===== src/rtl/edge_mask_pkg.sv =====
package edge_mask_pkg;

  localparam int FLAG_N = 3;
  localparam int FLAG_Z = 2;
  localparam int FLAG_V = 1;
  localparam int FLAG_C = 0;

  localparam logic [3:0] LAST_LEGAL_OP = 4'hB;

  typedef enum logic [1:0] {
    WIDTH_BYTE = 2'd0,
    WIDTH_HALF = 2'd1,
    WIDTH_WORD = 2'd2,
    WIDTH_NONE = 2'd3
  } widthSel_e;

  typedef struct packed {
    logic      capture;
    logic      load;
    logic      ccWrite;
    logic      littleEnd;
    widthSel_e widthSel;
    logic      illegal;
  } edgeCtrl_t;

endpackage


===== src/rtl/edge_mask_ctrl.sv =====
module edge_mask_ctrl
  import edge_mask_pkg::*;
(
  input  logic       valid,
  input  logic [3:0] opSel,
  output edgeCtrl_t  ctrl
);

  logic legalOp;

  assign legalOp = (opSel <= LAST_LEGAL_OP);

  always_comb begin
    ctrl.capture   = valid;
    ctrl.load      = valid & legalOp;
    ctrl.ccWrite   = valid & legalOp & ~opSel[0];
    ctrl.littleEnd = opSel[1];
    ctrl.widthSel  = widthSel_e'(opSel[3:2]);
    ctrl.illegal   = ~legalOp;
  end

endmodule


===== src/rtl/edge_mask_dp.sv =====
module edge_mask_dp
  import edge_mask_pkg::*;
#(
  parameter int ADDR_W  = 64,
  parameter int LOW_W   = 32,
  parameter int BLOCK_B = 3
) (
  input  logic              clk,
  input  logic              rstN,
  input  edgeCtrl_t         ctrl,
  input  logic              addrMaskMode,
  input  logic [ADDR_W-1:0] startAddr,
  input  logic [ADDR_W-1:0] endAddr,
  output logic [ADDR_W-1:0] maskOut,
  output logic [3:0]        flags64,
  output logic [3:0]        flags32,
  output logic              illegalOut
);

  localparam int LANES = 1 << BLOCK_B;
  localparam int WIDTHS = 3;
  localparam logic [ADDR_W-1:0] BLOCK_MASK = ~ADDR_W'(LANES - 1);
  localparam logic [ADDR_W-1:0] LOW_MASK = ADDR_W'({LOW_W{1'b1}}) & BLOCK_MASK;

  logic [LANES-1:0] leftCand [WIDTHS];
  logic [LANES-1:0] rightCand [WIDTHS];

  for (genvar g = 0; g < WIDTHS; g++) begin : gWidth
    localparam int ELEMS = LANES >> g;
    localparam logic [LANES-1:0] ONES = LANES'((1 << ELEMS) - 1);
    localparam logic [BLOCK_B-1:0] TOP_IDX = BLOCK_B'(ELEMS - 1);

    logic [BLOCK_B-1:0] sOff, eOff;
    logic [LANES-1:0] leftBe, rightBe, leftLe, rightLe;

    assign sOff    = BLOCK_B'(startAddr[BLOCK_B-1:0] >> g);
    assign eOff    = BLOCK_B'(endAddr[BLOCK_B-1:0] >> g);
    assign leftBe  = ONES >> sOff;
    assign rightBe = (ONES << (TOP_IDX - eOff)) & ONES;
    assign leftLe  = (ONES << sOff) & ONES;
    assign rightLe = ONES >> (TOP_IDX - eOff);

    assign leftCand[g]  = ctrl.littleEnd ? leftLe : leftBe;
    assign rightCand[g] = ctrl.littleEnd ? rightLe : rightBe;
  end

  logic [LANES-1:0] leftMask, rightMask, edgeMask;
  logic [ADDR_W-1:0] cmpMask;
  logic sameBlock;

  always_comb begin
    case (ctrl.widthSel)
      WIDTH_BYTE: begin leftMask = leftCand[0]; rightMask = rightCand[0]; end
      WIDTH_HALF: begin leftMask = leftCand[1]; rightMask = rightCand[1]; end
      WIDTH_WORD: begin leftMask = leftCand[2]; rightMask = rightCand[2]; end
      default:    begin leftMask = '0;          rightMask = '0;           end
    endcase
  end

  assign cmpMask   = addrMaskMode ? LOW_MASK : BLOCK_MASK;
  assign sameBlock = ((startAddr & cmpMask) == (endAddr & cmpMask));
  assign edgeMask  = sameBlock ? (leftMask & rightMask) : leftMask;

  logic [3:0] flagsNext [2];

  for (genvar v = 0; v < 2; v++) begin : gView
    localparam int VW = (v == 0) ? ADDR_W : LOW_W;
    logic [VW:0] diffExt;
    logic aSign, bSign, dSign;

    assign diffExt = {1'b0, startAddr[VW-1:0]} - {1'b0, endAddr[VW-1:0]};
    assign aSign   = startAddr[VW-1];
    assign bSign   = endAddr[VW-1];
    assign dSign   = diffExt[VW-1];

    always_comb begin
      flagsNext[v] = '0;
      flagsNext[v][FLAG_N] = dSign;
      flagsNext[v][FLAG_Z] = ~|diffExt[VW-1:0];
      flagsNext[v][FLAG_V] = (aSign ^ bSign) & (dSign ^ aSign);
      flagsNext[v][FLAG_C] = diffExt[VW];
    end
  end

  always_ff @(posedge clk or negedge rstN) begin
    if (!rstN) begin
      maskOut    <= '0;
      flags64    <= '0;
      flags32    <= '0;
      illegalOut <= 1'b0;
    end else begin
      if (ctrl.capture) illegalOut <= ctrl.illegal;
      if (ctrl.load)    maskOut <= {{(ADDR_W-LANES){1'b0}}, edgeMask};
      if (ctrl.ccWrite) begin
        flags64 <= flagsNext[0];
        flags32 <= flagsNext[1];
      end
    end
  end

  assert_hold_when_idle_R11: assert property (@(posedge clk) disable iff (!rstN)
    !ctrl.capture |=> ($stable(maskOut) && $stable(flags64) && $stable(flags32) && $stable(illegalOut)));

  assert_illegal_keeps_result_R10: assert property (@(posedge clk) disable iff (!rstN)
    (ctrl.capture && ctrl.illegal) |=> ($stable(maskOut) && $stable(flags64) && $stable(flags32) && illegalOut));

  assert_nocc_keeps_flags_R9: assert property (@(posedge clk) disable iff (!rstN)
    (ctrl.load && !ctrl.ccWrite) |=> ($stable(flags64) && $stable(flags32)));

  assert_word_mask_width_R4: assert property (@(posedge clk) disable iff (!rstN)
    (ctrl.load && ctrl.widthSel == WIDTH_WORD) |=> (maskOut[ADDR_W-1:2] == '0));

  assert_equal_sets_zero_R7: assert property (@(posedge clk) disable iff (!rstN)
    (ctrl.ccWrite && startAddr == endAddr) |=> (flags64[FLAG_Z] && flags32[FLAG_Z] && !flags64[FLAG_C]));

endmodule


===== src/rtl/edge_mask_unit.sv =====
module edge_mask_unit
  import edge_mask_pkg::*;
#(
  parameter int ADDR_W = 64
) (
  input  logic              clk,
  input  logic              rstN,
  input  logic              valid,
  input  logic [3:0]        opSel,
  input  logic              addrMaskMode,
  input  logic [ADDR_W-1:0] startAddr,
  input  logic [ADDR_W-1:0] endAddr,
  output logic [ADDR_W-1:0] maskOut,
  output logic [3:0]        flags64,
  output logic [3:0]        flags32,
  output logic              illegalOut
);

  edgeCtrl_t ctrl;

  edge_mask_ctrl uCtrl (
    .valid (valid),
    .opSel (opSel),
    .ctrl  (ctrl)
  );

  edge_mask_dp #(.ADDR_W(ADDR_W)) uDp (
    .clk          (clk),
    .rstN         (rstN),
    .ctrl         (ctrl),
    .addrMaskMode (addrMaskMode),
    .startAddr    (startAddr),
    .endAddr      (endAddr),
    .maskOut      (maskOut),
    .flags64      (flags64),
    .flags32      (flags32),
    .illegalOut   (illegalOut)
  );

endmodule


===== config.mk =====
export PLATFORM = sky130hd
export DESIGN_NAME = edge_mask_unit
export DESIGN_NICKNAME = d
export VERILOG_FILES = /design/src/rtl/edge_mask_pkg.sv /design/src/rtl/edge_mask_ctrl.sv /design/src/rtl/edge_mask_dp.sv /design/src/rtl/edge_mask_unit.sv
export SDC_FILE = /design/constraint.sdc
export NUM_CORES = 1
export LEC_CHECK = 0
export ABC_AREA = 1
export BUFFER_PORTS_ARGS = -buffer_cell sky130_fd_sc_hd__clkbuf_2
export CAP_MARGIN = 20
export CORE_MARGIN = 2
export CORE_UTILIZATION = 54
export DETAILED_ROUTE_END_ITERATION = 8
export PLACE_DENSITY = 0.83
export SETUP_SLACK_MARGIN = 0.1
export SYNTH_ARGS = -nofsm -noshare
export SYNTH_HDL_FRONTEND = slang
export SYNTH_SLANG_ARGS = --single-unit

===== constraint.sdc =====
create_clock -name clk -period 0.95 [get_ports clk]
set_input_delay 0 -clock clk [delete_from_list [all_inputs] [get_ports clk]]
set_output_delay 0 -clock clk [all_outputs]
set_load 0.005 [all_outputs]

==> summary.md, run 1 <==
The clock passes through at most 2 buffers. For this run, the total global-route usage over all layers was measured as 65.2%. 209 I/O pins were placed.

Entering global routing, the biggest net connects 43 pins. The worst endpoint kind after the last repair was a sequential cell input. During synthesis, Yosys emitted a total of 0 warnings. After global routing the overflow that remains totals 3. TritonCTS created 3 clock buffers. By area the synthesized netlist is led by sky130_fd_sc_hd__nand2_1 29%, sky130_fd_sc_hd__inv_1 18%, sky130_fd_sc_hd__ha_1 9.5%, sky130_fd_sc_hd__nor2_1 6.4%, sky130_fd_sc_hd__nand3_1 6.0%. Counting every instance in the synthesized netlist gives 1710. The proportion of netlist area held by the largest area contributor is 28.8%. The H-tree depth came out at 1. The number of port buffers was 152. The flow did not finish. For this configuration, the core starts out at a cell density of 55.3%.

Synthesis inferred 17 register bits. After legalization and detailed placement, the total HPWL measured 29300 um. Ranked by instance count, the synthesized netlist is headed by 648 x sky130_fd_sc_hd__nand2_1, 394 x sky130_fd_sc_hd__inv_1, 144 x sky130_fd_sc_hd__nor2_1. sky130_fd_sc_hd__nand2_1 takes more of the synthesized area than any other cell.

The horizontal extent of the die came out at 129 um. Sequential elements use 5.04% of the synthesized area. Counting distinct cell types in the post-synthesis netlist gives 40. The endpoint pin with the least setup slack after global-route repair was uDp.flags64[2]$_DFFE_PN0P_/D.

The flow halted during global routing. The most used flip-flop cell after synthesis was sky130_fd_sc_hd__dfrtp_1. The clock root buffer master was sky130_fd_sc_hd__clkbuf_16.

The average size of a mapped cell was 4.93 sq um; the netlist area before placement was 0.00843 sq mm. Counting flops with a built-in enable in the synthesized netlist gives 0. At the placement stage, the worst setup path has a slack of -1.31 ns. The run gives 45 as the number of rows created at floorplan.

By instance count, the leading cell after synthesis is sky130_fd_sc_hd__nand2_1. The first error in the log reads "[ERROR GRT-0232] Routing congestion too high. Check the congestion heatmap in the GUI". The die extent in y was 129 um; the global placer's final weighted congestion was 1.07.

The number of clock sinks was 17; the fraction of registers with async set or reset after synthesis was 100%.
## stage by stage
stage	cells	setup TNS, ns	instance area, sq um
after detailed placement	2276	-16.81	11700
after floorplan	1765	-6.39	9520
after CTS	2305	-10.65	12800
after global placement	2276	-15.78	11700
## cells by family after synthesis
logic type | synth area share (%)
AO/OA/AOI/OAI | 8.12
XOR/XNOR | 2.18
adder cells (fa/ha/maj) | 9.73
buffers and inverters | 23.4
flip-flops | 5.04
other | 0.0445
AND/OR/NAND/NOR | 51.5
## timing repair
item | CTS
hold buffers | 1
endpoints found under the hold margin | 17
buffers inserted | 24
endpoints found under the setup margin | 16
pin swaps | 95
gates resized for setup | 263
## routing by layer
layer,track usage (%),GRT overflow
met3,44.7,0
met5,15.3,0
met1,65.8,0
met2,87.2,0
met4,60.7,3
==> run 2: changes to the inputs <==
--- a/config.mk
+++ b/config.mk
@@ -9,10 +9,9 @@
 export BUFFER_PORTS_ARGS = -buffer_cell sky130_fd_sc_hd__clkbuf_2
 export CAP_MARGIN = 20
 export CORE_MARGIN = 2
-export CORE_UTILIZATION = 54
+export CORE_UTILIZATION = 39
 export DETAILED_ROUTE_END_ITERATION = 8
-export PLACE_DENSITY = 0.83
-export SETUP_SLACK_MARGIN = 0.1
+export PLACE_DENSITY_LB_ADDON = 0.15
 export SYNTH_ARGS = -nofsm -noshare
 export SYNTH_HDL_FRONTEND = slang
 export SYNTH_SLANG_ARGS = --single-unit
==> summary.md, run 2 <==
The run gives 7.75 nW as the static leakage power. The run gives 63.7% as the post-route core utilization. The register area share after synthesis came out at 5.04% (unchanged). The initial antenna violation count came out at 0. Setup repair after global routing could not meet its margin everywhere. The logs give 1710 (unchanged) for the post-synthesis cell count and 9.0% for the clock network fraction of total power. The worst slack after detailed placement was -1.47 ns (was -1.31 ns); the maximum achievable frequency was 521 MHz. Number of flip-flops under the largest register name: 8.

The number of flops mapped to enable cells by yosys is 0 (unchanged). The register containing the most flip-flops in the final layout is uDp.maskOut. The post-synthesis cell type with the largest combined area is sky130_fd_sc_hd__nand2_1 (unchanged).

Most common cell after layout, fill and taps aside: sky130_fd_sc_hd__nand2_1. The worst setup path is launched from an input port. In the final layout, the registers with the most flip-flops are uDp.maskOut: 8 flops, uDp.flags32: 4 flops, uDp.flags64: 4 flops. The total DRC errors in the routed layout was 0. The number of pins with negative max-slew slack in the final report was 0; the final clock skew was 0 ns.

The library cells used most frequently in the layout, excluding fill and tap cells, are 505 x sky130_fd_sc_hd__nand2_1, 340 x sky130_fd_sc_hd__inv_1, 229 x sky130_fd_sc_hd__buf_4, 148 x sky130_fd_sc_hd__clkbuf_2, 117 x sky130_fd_sc_hd__nand2_2. Maximum clock insertion buffer count: 2 (unchanged). The number of library cell types mapped by synthesis is 40 (unchanged), and the combined global-route utilization of all metal layers is 29.1%. The logs give 3 (unchanged) for the number of clock buffers inserted by TritonCTS and -0.969 ns for the worst path setup slack after routing.

The number of storage elements in the synthesis netlist was 17 (unchanged); the number of clock sinks was 17 (unchanged). The worst setup path is captured at a flip-flop. The tools report the die area as 0.0228 sq mm. Entering global routing, the biggest net connects 22 pins. Data arrives at the worst endpoint at 2.09 ns.

The tools report the sum of negative setup slack as -10.83 ns. Count of warnings emitted by yosys: 0 (unchanged). The number of rows created at floorplan is 53 (was 45). For the register share of total power, the log shows 9.1%.

Synth cell count leaders: 648 x sky130_fd_sc_hd__nand2_1, 394 x sky130_fd_sc_hd__inv_1, 144 x sky130_fd_sc_hd__nor2_1 (unchanged). Setup violations remaining at the end of the flow were counted as 16. STA puts the critical path data required time at 1.12 ns. The fraction of registers with async set or reset after synthesis works out to 100% (unchanged).

The detailed placer's ending HPWL was 29900 um (was 29300 um); the final routed wire length divided by cell count was 14.5 um. The floorplan step defined a core boundary enclosing 0.0212 sq mm. After detailed routing, the number of vias per cell comes to 4.81. The average size of a mapped cell works out to 4.93 sq um (unchanged).

The critical path is of the input port to flip-flop type. The number of antenna diodes in the final layout is 0. Counting the fill cells in the layout gives 2133.

The worst path in the final design needs a cycle of 1.92 ns, including I/O delays and setup. Along the worst path, the maximum fanout reaches 5. The flow ran to the end, but the final reports show violations.

For the H-tree depth, the log shows 1 (unchanged). The clock root buffer master was sky130_fd_sc_hd__clkbuf_16 (unchanged). The netlist area before placement was 0.00843 sq mm (unchanged). The number of port buffers works out to 152 (unchanged).

The worst hold path belongs to the class input port to flip-flop. At the end of the flow, the number of nets in the layout was 2299. The detailed router placed 11400 vias in this run.

Clock-pin slew was measured on the worst setup and hold paths at 0.05 ns. The share of total power dissipated in combinational logic is 81.9%. The die extent in y was 151 um (was 129 um); the starting density of the core was 39.9% (was 55.3%). The first-pass GRT wire length is 52000 um. The final reports fail on negative setup slack. The horizontal extent of the die works out to 151 um (was 129 um).

The share of total power consumed by net switching is 50.5%. After global routing the overflow that remains totals 0. The first detailed-routing pass took 5 iterations.

The worst IR drop on VDD came out at 0.580 mV. Summed over all layers, the routed wires come to 34400 um. The most used flip-flop cell after synthesis is sky130_fd_sc_hd__dfrtp_1 (unchanged). The detailed router finished its first iteration with 683 violations. Top cells by area, synth: sky130_fd_sc_hd__nand2_1 29%, sky130_fd_sc_hd__inv_1 18%, sky130_fd_sc_hd__ha_1 9.5%, sky130_fd_sc_hd__nor2_1 6.4%, sky130_fd_sc_hd__nand3_1 6.0% (unchanged). The proportion of netlist area held by the largest area contributor is 28.8% (unchanged). The logs give 4.81 mW for the net switching power and 4.72 mW for the internal power summed over all cells. The number of hold-slack violations in the final timing report is 0. The global placer's final weighted congestion was 1.04 (was 1.07). TritonCTS built the clock tree. The max capacitance violation total came out at 0. For the later-pin clock latency in the skew report, the log shows 0.25 ns. The most frequently used cell type in the post-synthesis netlist is sky130_fd_sc_hd__nand2_1 (unchanged). Number of global-route vias before repair: 10300. The ratio of final minimum period to clock period is 202%. The fraction of layout cells with a size suffix above 1 was 40.1%; the area growth from synthesis to layout was 59.7%. The power density over cell area was 707 mW/mm^2; the top-level I/O count was 209 (unchanged). The tools report the antenna violation net count after detailed routing as 0.
==> run 2: layout make-up <==
| type | count | area [sq um] | area share [%] |
|---|---|---|---|
| Sequential cell | 17 | 425 | 3.16 |
| Multi-Input combinational cell | 1285 | 8350 | 62.0 |
| Tap cell | 275 | 344 | 2.56 |
| Clock buffer | 3 | 75.1 | 0.557 |
| Clock inverter | 1 | 5.00 | 0.0372 |
| Inverter | 398 | 1530 | 11.4 |
| Timing Repair Buffer | 393 | 2740 | 20.3 |
==> run 2: cells by family (layout without fill, tap and decap cells) <==
| family | after synthesis | count (layout) | synth area share (%) |
|---|---|---|---|
| and+or+nand+nor | 1021 | 1021 | 51.5 |
| xor gates and xnor gates | 21 | 21 | 2.18 |
| adders and majority gates | 65 | 65 | 9.73 |
| AOI/OAI and AO/OA | 122 | 122 | 8.12 |
| other | 1 | 56 | 0.0445 |
| DFF | 17 | 17 | 5.04 |
| buffers and inverters | 463 | 795 | 23.4 |
==> run 2: worst paths after layout <==
kind                                      from             end  slack, ns  cells past startpoint
worst max-delay path               endAddr[49]  uDp.flags64[2]      -0.97                     21
worst min-delay path                     valid  uDp.illegalOut       0.11                      4
worst max register to register  uDp.flags64[2]  uDp.flags64[2]       0.15                      3
worst min register to register  uDp.maskOut[1]  uDp.maskOut[1]       0.48                      2
max in group asynchronous                 rstN  uDp.maskOut[2]       0.41                      2
min in group asynchronous                 rstN  uDp.flags64[0]       0.23                      2
==> run 2: repair_timing <==
action | in CTS | in global routing
cloned | 2 | 0
buffers inserted | 4 | 11
pin swaps | 52 | 75
hold endpoints to repair | 17 | 0
hold buffers | 1 | 0
resized for setup | 209 | 193
endpoints found under the setup margin | 16 | 16
==> run 2: through the flow <==
step                      hold slack (ns)  instance area, sq um  total power, mW  std cells
after global routing                0.161                 13500             10.3       2372
final                               0.108                 13500             9.53       2372
after detailed placement          -0.0369                 11800             7.51       2350
after floorplan                    -0.296                  9520             4.87       1765
after CTS                           0.123                 12700             8.95       2361
after global placement            -0.0407                 11800             7.47       2350
==> run 2: power by group through the flow <==
stage	clock network, mW	registers, mW	logic (mW)
global placement	0	0.880	6.59
finish	0.855	0.870	7.80
floorplan	0	0.882	3.99
detailed placement	0	0.880	6.63
CTS	0.869	0.869	7.21
global route	0.898	0.879	8.53
==> run 2: routing by layer <==
layer / global-route usage, % / part of all wire [%] / vias up
li1: - / - / 5886
met1: 41.6 / 46 / 5121
met2: 49.2 / 46 / 371
met3: 1.84 / 6.3 / 37
met4: 4.07 / 1.4 / 0
met5: 0 / 0 / -
==> run 2: worst max-delay path: stages <==
cell,delay (ns)
sky130_fd_sc_hd__clkbuf_2,0.09
sky130_fd_sc_hd__inv_1,0.10
sky130_fd_sc_hd__ha_4,0.21
sky130_fd_sc_hd__buf_4,0.17
sky130_fd_sc_hd__nand2_4,0.09
sky130_fd_sc_hd__inv_1,0.04
sky130_fd_sc_hd__nand2_1,0.07
sky130_fd_sc_hd__nand2_2,0.07
sky130_fd_sc_hd__inv_1,0.07
sky130_fd_sc_hd__nand2_1,0.07
sky130_fd_sc_hd__nand2_1,0.07
sky130_fd_sc_hd__nand2_2,0.07
sky130_fd_sc_hd__a21oi_4,0.18
sky130_fd_sc_hd__nand2_1,0.07
sky130_fd_sc_hd__nand2_1,0.06
sky130_fd_sc_hd__nand2_1,0.06
sky130_fd_sc_hd__nor2_2,0.14
sky130_fd_sc_hd__nand2_1,0.10
sky130_fd_sc_hd__nor2_2,0.10
sky130_fd_sc_hd__nand3_1,0.09
sky130_fd_sc_hd__o21bai_1,0.15
Note: power is estimated with default switching activity, not from simulation.
==> run 3: changes to the inputs <==
--- a/config.mk
+++ b/config.mk
@@ -9,9 +9,9 @@
 export BUFFER_PORTS_ARGS = -buffer_cell sky130_fd_sc_hd__clkbuf_2
 export CAP_MARGIN = 20
 export CORE_MARGIN = 2
-export CORE_UTILIZATION = 39
+export CORE_UTILIZATION = 55
 export DETAILED_ROUTE_END_ITERATION = 8
-export PLACE_DENSITY_LB_ADDON = 0.15
+export PLACE_DENSITY = 0.9
 export SYNTH_ARGS = -nofsm -noshare
 export SYNTH_HDL_FRONTEND = slang
 export SYNTH_SLANG_ARGS = --single-unit
==> constraint.sdc (replaced) <==
create_clock -name clk -period 2.3 [get_ports clk]
set_input_delay 0 -clock clk [delete_from_list [all_inputs] [get_ports clk]]
set_output_delay 0 -clock clk [all_outputs]
set_load 0.005 [all_outputs]
==> summary.md, run 3 (synthesis gave the netlist of run 2 again) <==
The flow ran to the end, and the final reports show no timing, DRC or antenna violations. The type of the worst setup path is input port to flip-flop (unchanged). The met3 track demand over resource was 3.71% (was 1.84%). Series of cell instances along the critical path: clkbuf_2, inv_1, ha_1, nand2_1, buf_4, nor2_2, inv_1, nor2_1, inv_1, nor2_2, buf_4, nand3_1, nand2_1, nand2_1, nand2_1, nand2_1, nor2_1, nand3_1, o21bai_1 (was clkbuf_2, inv_1, ha_4, buf_4, nand2_4, inv_1, nand2_1, nand2_2, inv_1, nand2_1, nand2_1, nand2_2, a21oi_4, nand2_1, nand2_1, nand2_1, nor2_2, nand2_1, nor2_2, nand3_1, o21bai_1).

For the reg-to-reg setup timing slack, the log shows 1.56 ns (was 0.15 ns). For the largest net degree at the start of global routing, the log shows 43 (was 22). The number of port buffers works out to 152 (unchanged). The count of cells along the worst register-to-register path came out at 3 (unchanged).

The detailed placer's ending HPWL was 27100 um (was 29900 um); the sum of negative setup slack was 0 ns (was -10.83 ns). TritonCTS built the clock tree. The max capacitance violation total is 0 (unchanged), and the static leakage power is 6.86 nW (was 7.75 nW). The antenna violation net count after detailed routing was 0 (unchanged). End of the worst hold path: uDp.illegalOut (unchanged). The run gives 0 (unchanged) as the antenna diode instance count. The reg-to-reg critical path endpoint is uDp.flags64[2] (unchanged). The run gives 0 (unchanged) as the global-route congestion overflow total. The critical path launch point type was an input port (unchanged).

Highest-count cells in the layout ignoring fill and taps: 645 x sky130_fd_sc_hd__nand2_1, 394 x sky130_fd_sc_hd__inv_1, 152 x sky130_fd_sc_hd__clkbuf_2, 144 x sky130_fd_sc_hd__buf_4, 135 x sky130_fd_sc_hd__nor2_1 (was 505 x sky130_fd_sc_hd__nand2_1, 340 x sky130_fd_sc_hd__inv_1, 229 x sky130_fd_sc_hd__buf_4, 148 x sky130_fd_sc_hd__clkbuf_2, 117 x sky130_fd_sc_hd__nand2_2). Top flop regs: uDp.maskOut: 8 flops, uDp.flags32: 4 flops, uDp.flags64: 4 flops (unchanged). The maximum achievable frequency was 474 MHz. The logs give 11200 (was 11400) for the via count of the routed design and 55.9% (was 39.9%) for the starting density of the core. The number of clock sinks was 17 (unchanged); the final clock skew was 0 ns (unchanged).

The first-pass GRT wire length came out at 47500 um (was 52000 um). The logs give 1 (unchanged) for the H-tree depth and 1.02 (was 1.04) for the global placer's final weighted congestion. The iteration-0 DRC count of the detailed router came out at 788 (was 683).

Critical path buffer and inverter count: 6 (was 5). The most congested layer reported by global routing is met2 (unchanged). The met1 usage in global routing was 45.1% (was 41.6%); the fraction of layout cells with a size suffix above 1 was 17.8% (was 40.1%). Library cell appearing most often on the critical path: sky130_fd_sc_hd__nand2_1 (unchanged). The number of flip-flops under the largest register name came out at 8 (unchanged). Dividing the final minimum period by the clock period gives 91.7%.

The number of post-CTS setup repair buffers is 0 (was 4). The logs give 2.48 ns (was 1.12 ns) for the required arrival time at the worst endpoint and 0 (unchanged) for the total DRC errors in the routed layout. For the number of placed instances, taps included, the log shows 2185 (was 2350). The worst min-delay path category is input port to flip-flop (unchanged). The worst hold path stage count was 3 (was 4).

Core area: 0.0151 sq mm (was 0.0212 sq mm). The number of rows created at floorplan came out at 45 (was 53). Worst-case hold slack: 0.0244 ns (was 0.108 ns). The number of clock buffers inserted by TritonCTS is 3 (unchanged).

The run gives 2204 (was 2299) as the final-stage net count. Critical-path maximum fanout: 3 (was 5). The clock-pin slew on the worst setup and hold paths was 0.05 ns (about the same). The slowest cell on the critical path is sky130_fd_sc_hd__ha_1 (was sky130_fd_sc_hd__ha_4). The per-cell via count in the routed design is 5.10 (was 4.81), and the worst IR drop on VDD is 0.212 mV (was 0.580 mV).

Register containing the most flip-flops in the final layout: uDp.maskOut (unchanged). Overall routed net length: 30200 um (was 34400 um). The run gives 10000 (was 10300) as the number of global-route vias before repair. The area growth from synthesis to layout is 23.8% (was 59.7%), and the die extent in y is 128 um (was 151 um). The final routed wire length divided by cell count was 13.8 um (was 14.5 um). The power density over cell area was 299 mW/mm^2 (was 707 mW/mm^2). The most common cell after layout, fill and taps aside was sky130_fd_sc_hd__nand2_1 (unchanged). The die area was 0.0163 sq mm (was 0.0228 sq mm); the delay of the slowest critical-path stage was 0.31 ns (was 0.21 ns).

The fraction of met2 tracks used by global routing came out at 63.9% (was 49.2%). The length of the first detailed-routing pass in iterations is 6 (was 5). Subtracting the final worst setup slack from the clock period gives 2.11 ns.

Horizontal extent of the die: 128 um (was 151 um). The final cell count without fillers was 2190 (was 2372); the top-level I/O count was 209 (unchanged). The number of pins with negative max-slew slack in the final report was 0 (unchanged). For the maximum clock insertion buffer count, the log shows 2 (unchanged). The count of endpoints failing setup in the final report came out at 0 (was 16).

Nature of the critical path endpoint: a flip-flop (unchanged). Critical path's top delay family: simple AND/OR/NAND/NOR gates (unchanged). Later-pin clock latency in the skew report: 0.25 ns (about the same). The run gives 36.2% (was 29.1%) as the combined global-route utilization of all metal layers. The tools report the beginning of the worst register-to-register path as uDp.flags64[2] (unchanged). The tools report the data arrival time of the worst path as 2.29 ns (was 2.09 ns). The clock root buffer master is sky130_fd_sc_hd__clkbuf_16 (unchanged).

The number of hold-slack violations in the final timing report was 0 (unchanged); the initial antenna violation count was 0 (unchanged). Worst hold path startpoint: valid (unchanged).
## run 3: cell count changes in the layout (fill, tap and decap cells not counted), moves of 25 or more
cell / change
sky130_fd_sc_hd__buf_4: -85
sky130_fd_sc_hd__ha_4: -58
sky130_fd_sc_hd__nand2_1: +140
sky130_fd_sc_hd__nand2_2: -107
sky130_fd_sc_hd__inv_1: +54
sky130_fd_sc_hd__nand2_4: -33
sky130_fd_sc_hd__nor2_1: +61
sky130_fd_sc_hd__a21oi_1: +29
sky130_fd_sc_hd__inv_2: -50
sky130_fd_sc_hd__nor2_4: -30
sky130_fd_sc_hd__nor2_2: -31
sky130_fd_sc_hd__ha_1: +59
sky130_fd_sc_hd__a21oi_2: -25
## run 3: where the power goes
group	total (mW)	leakage, nW	switching [mW]	internal, mW
combinational	2.41	6.60	1.45	0.959
sequential	0.358	0.220	0.0212	0.337
clock	0.354	0.0409	0.121	0.233
total	3.12	6.86	1.60	1.53
## run 3: tightest hold or removal path, stage by stage
cell,delay (ns)
sky130_fd_sc_hd__clkbuf_2,0.09
sky130_fd_sc_hd__nor2_1,0.04
sky130_fd_sc_hd__nor2_1,0.10
## run 3: what timing repair did
item                                    CTS  global route
hold buffers                              1             0
resized for setup                         0            24
endpoints found under the setup margin    0             1
endpoints found under the hold margin    17             0
## run 3: area by class of cell
cell class              count  area (sq um)
clock buffers               3          75.1
clock inverters             1          5.00
fillers                  1416          4650
inverters                 398          1490
multi-input cells        1285          6330
flip-flops and latches     17           425
well taps                 188           235
repair buffers            298          1870
## run 3: metrics by stage
stage	power, mW	util [%]	setup WS [ns]	area, sq um
floorplan	1.81	-	0.340	8640
global placement	2.65	68.0	-0.0951	10300
detailed placement	2.69	68.0	-0.0978	10300
CTS	3.06	68.6	0.151	10300
global route	3.41	69.2	-0.0222	10400
finish	3.12	69.2	0.191	10400
## run 3: worst max path at each step
stage | from | cells after the start | to | slack, ns
6_report | endAddr[36] | 19 | uDp.flags64[2] | 0.19
5_1_grt | endAddr[31] | 19 | uDp.flags64[2] | -0.02
4_1_cts | startAddr[0] | 18 | uDp.flags64[2] | 0.15
3_5_place_dp | startAddr[0] | 18 | uDp.flags64[2] | -0.1
3_3_place_gp | endAddr[50] | 15 | uDp.flags64[2] | -0.1
2_1_floorplan | startAddr[0] | 20 | uDp.flags64[2] | 0.34
## run 3: routing by layer
| metal | wire length (um) | part of all wire, % |
|---|---|---|
| met2 | 14000 | 46 |
| met4 | 1340 | 4.4 |
| met3 | 2240 | 7.4 |
| met1 | 12600 | 42 |
| met5 | 0 | 0 |
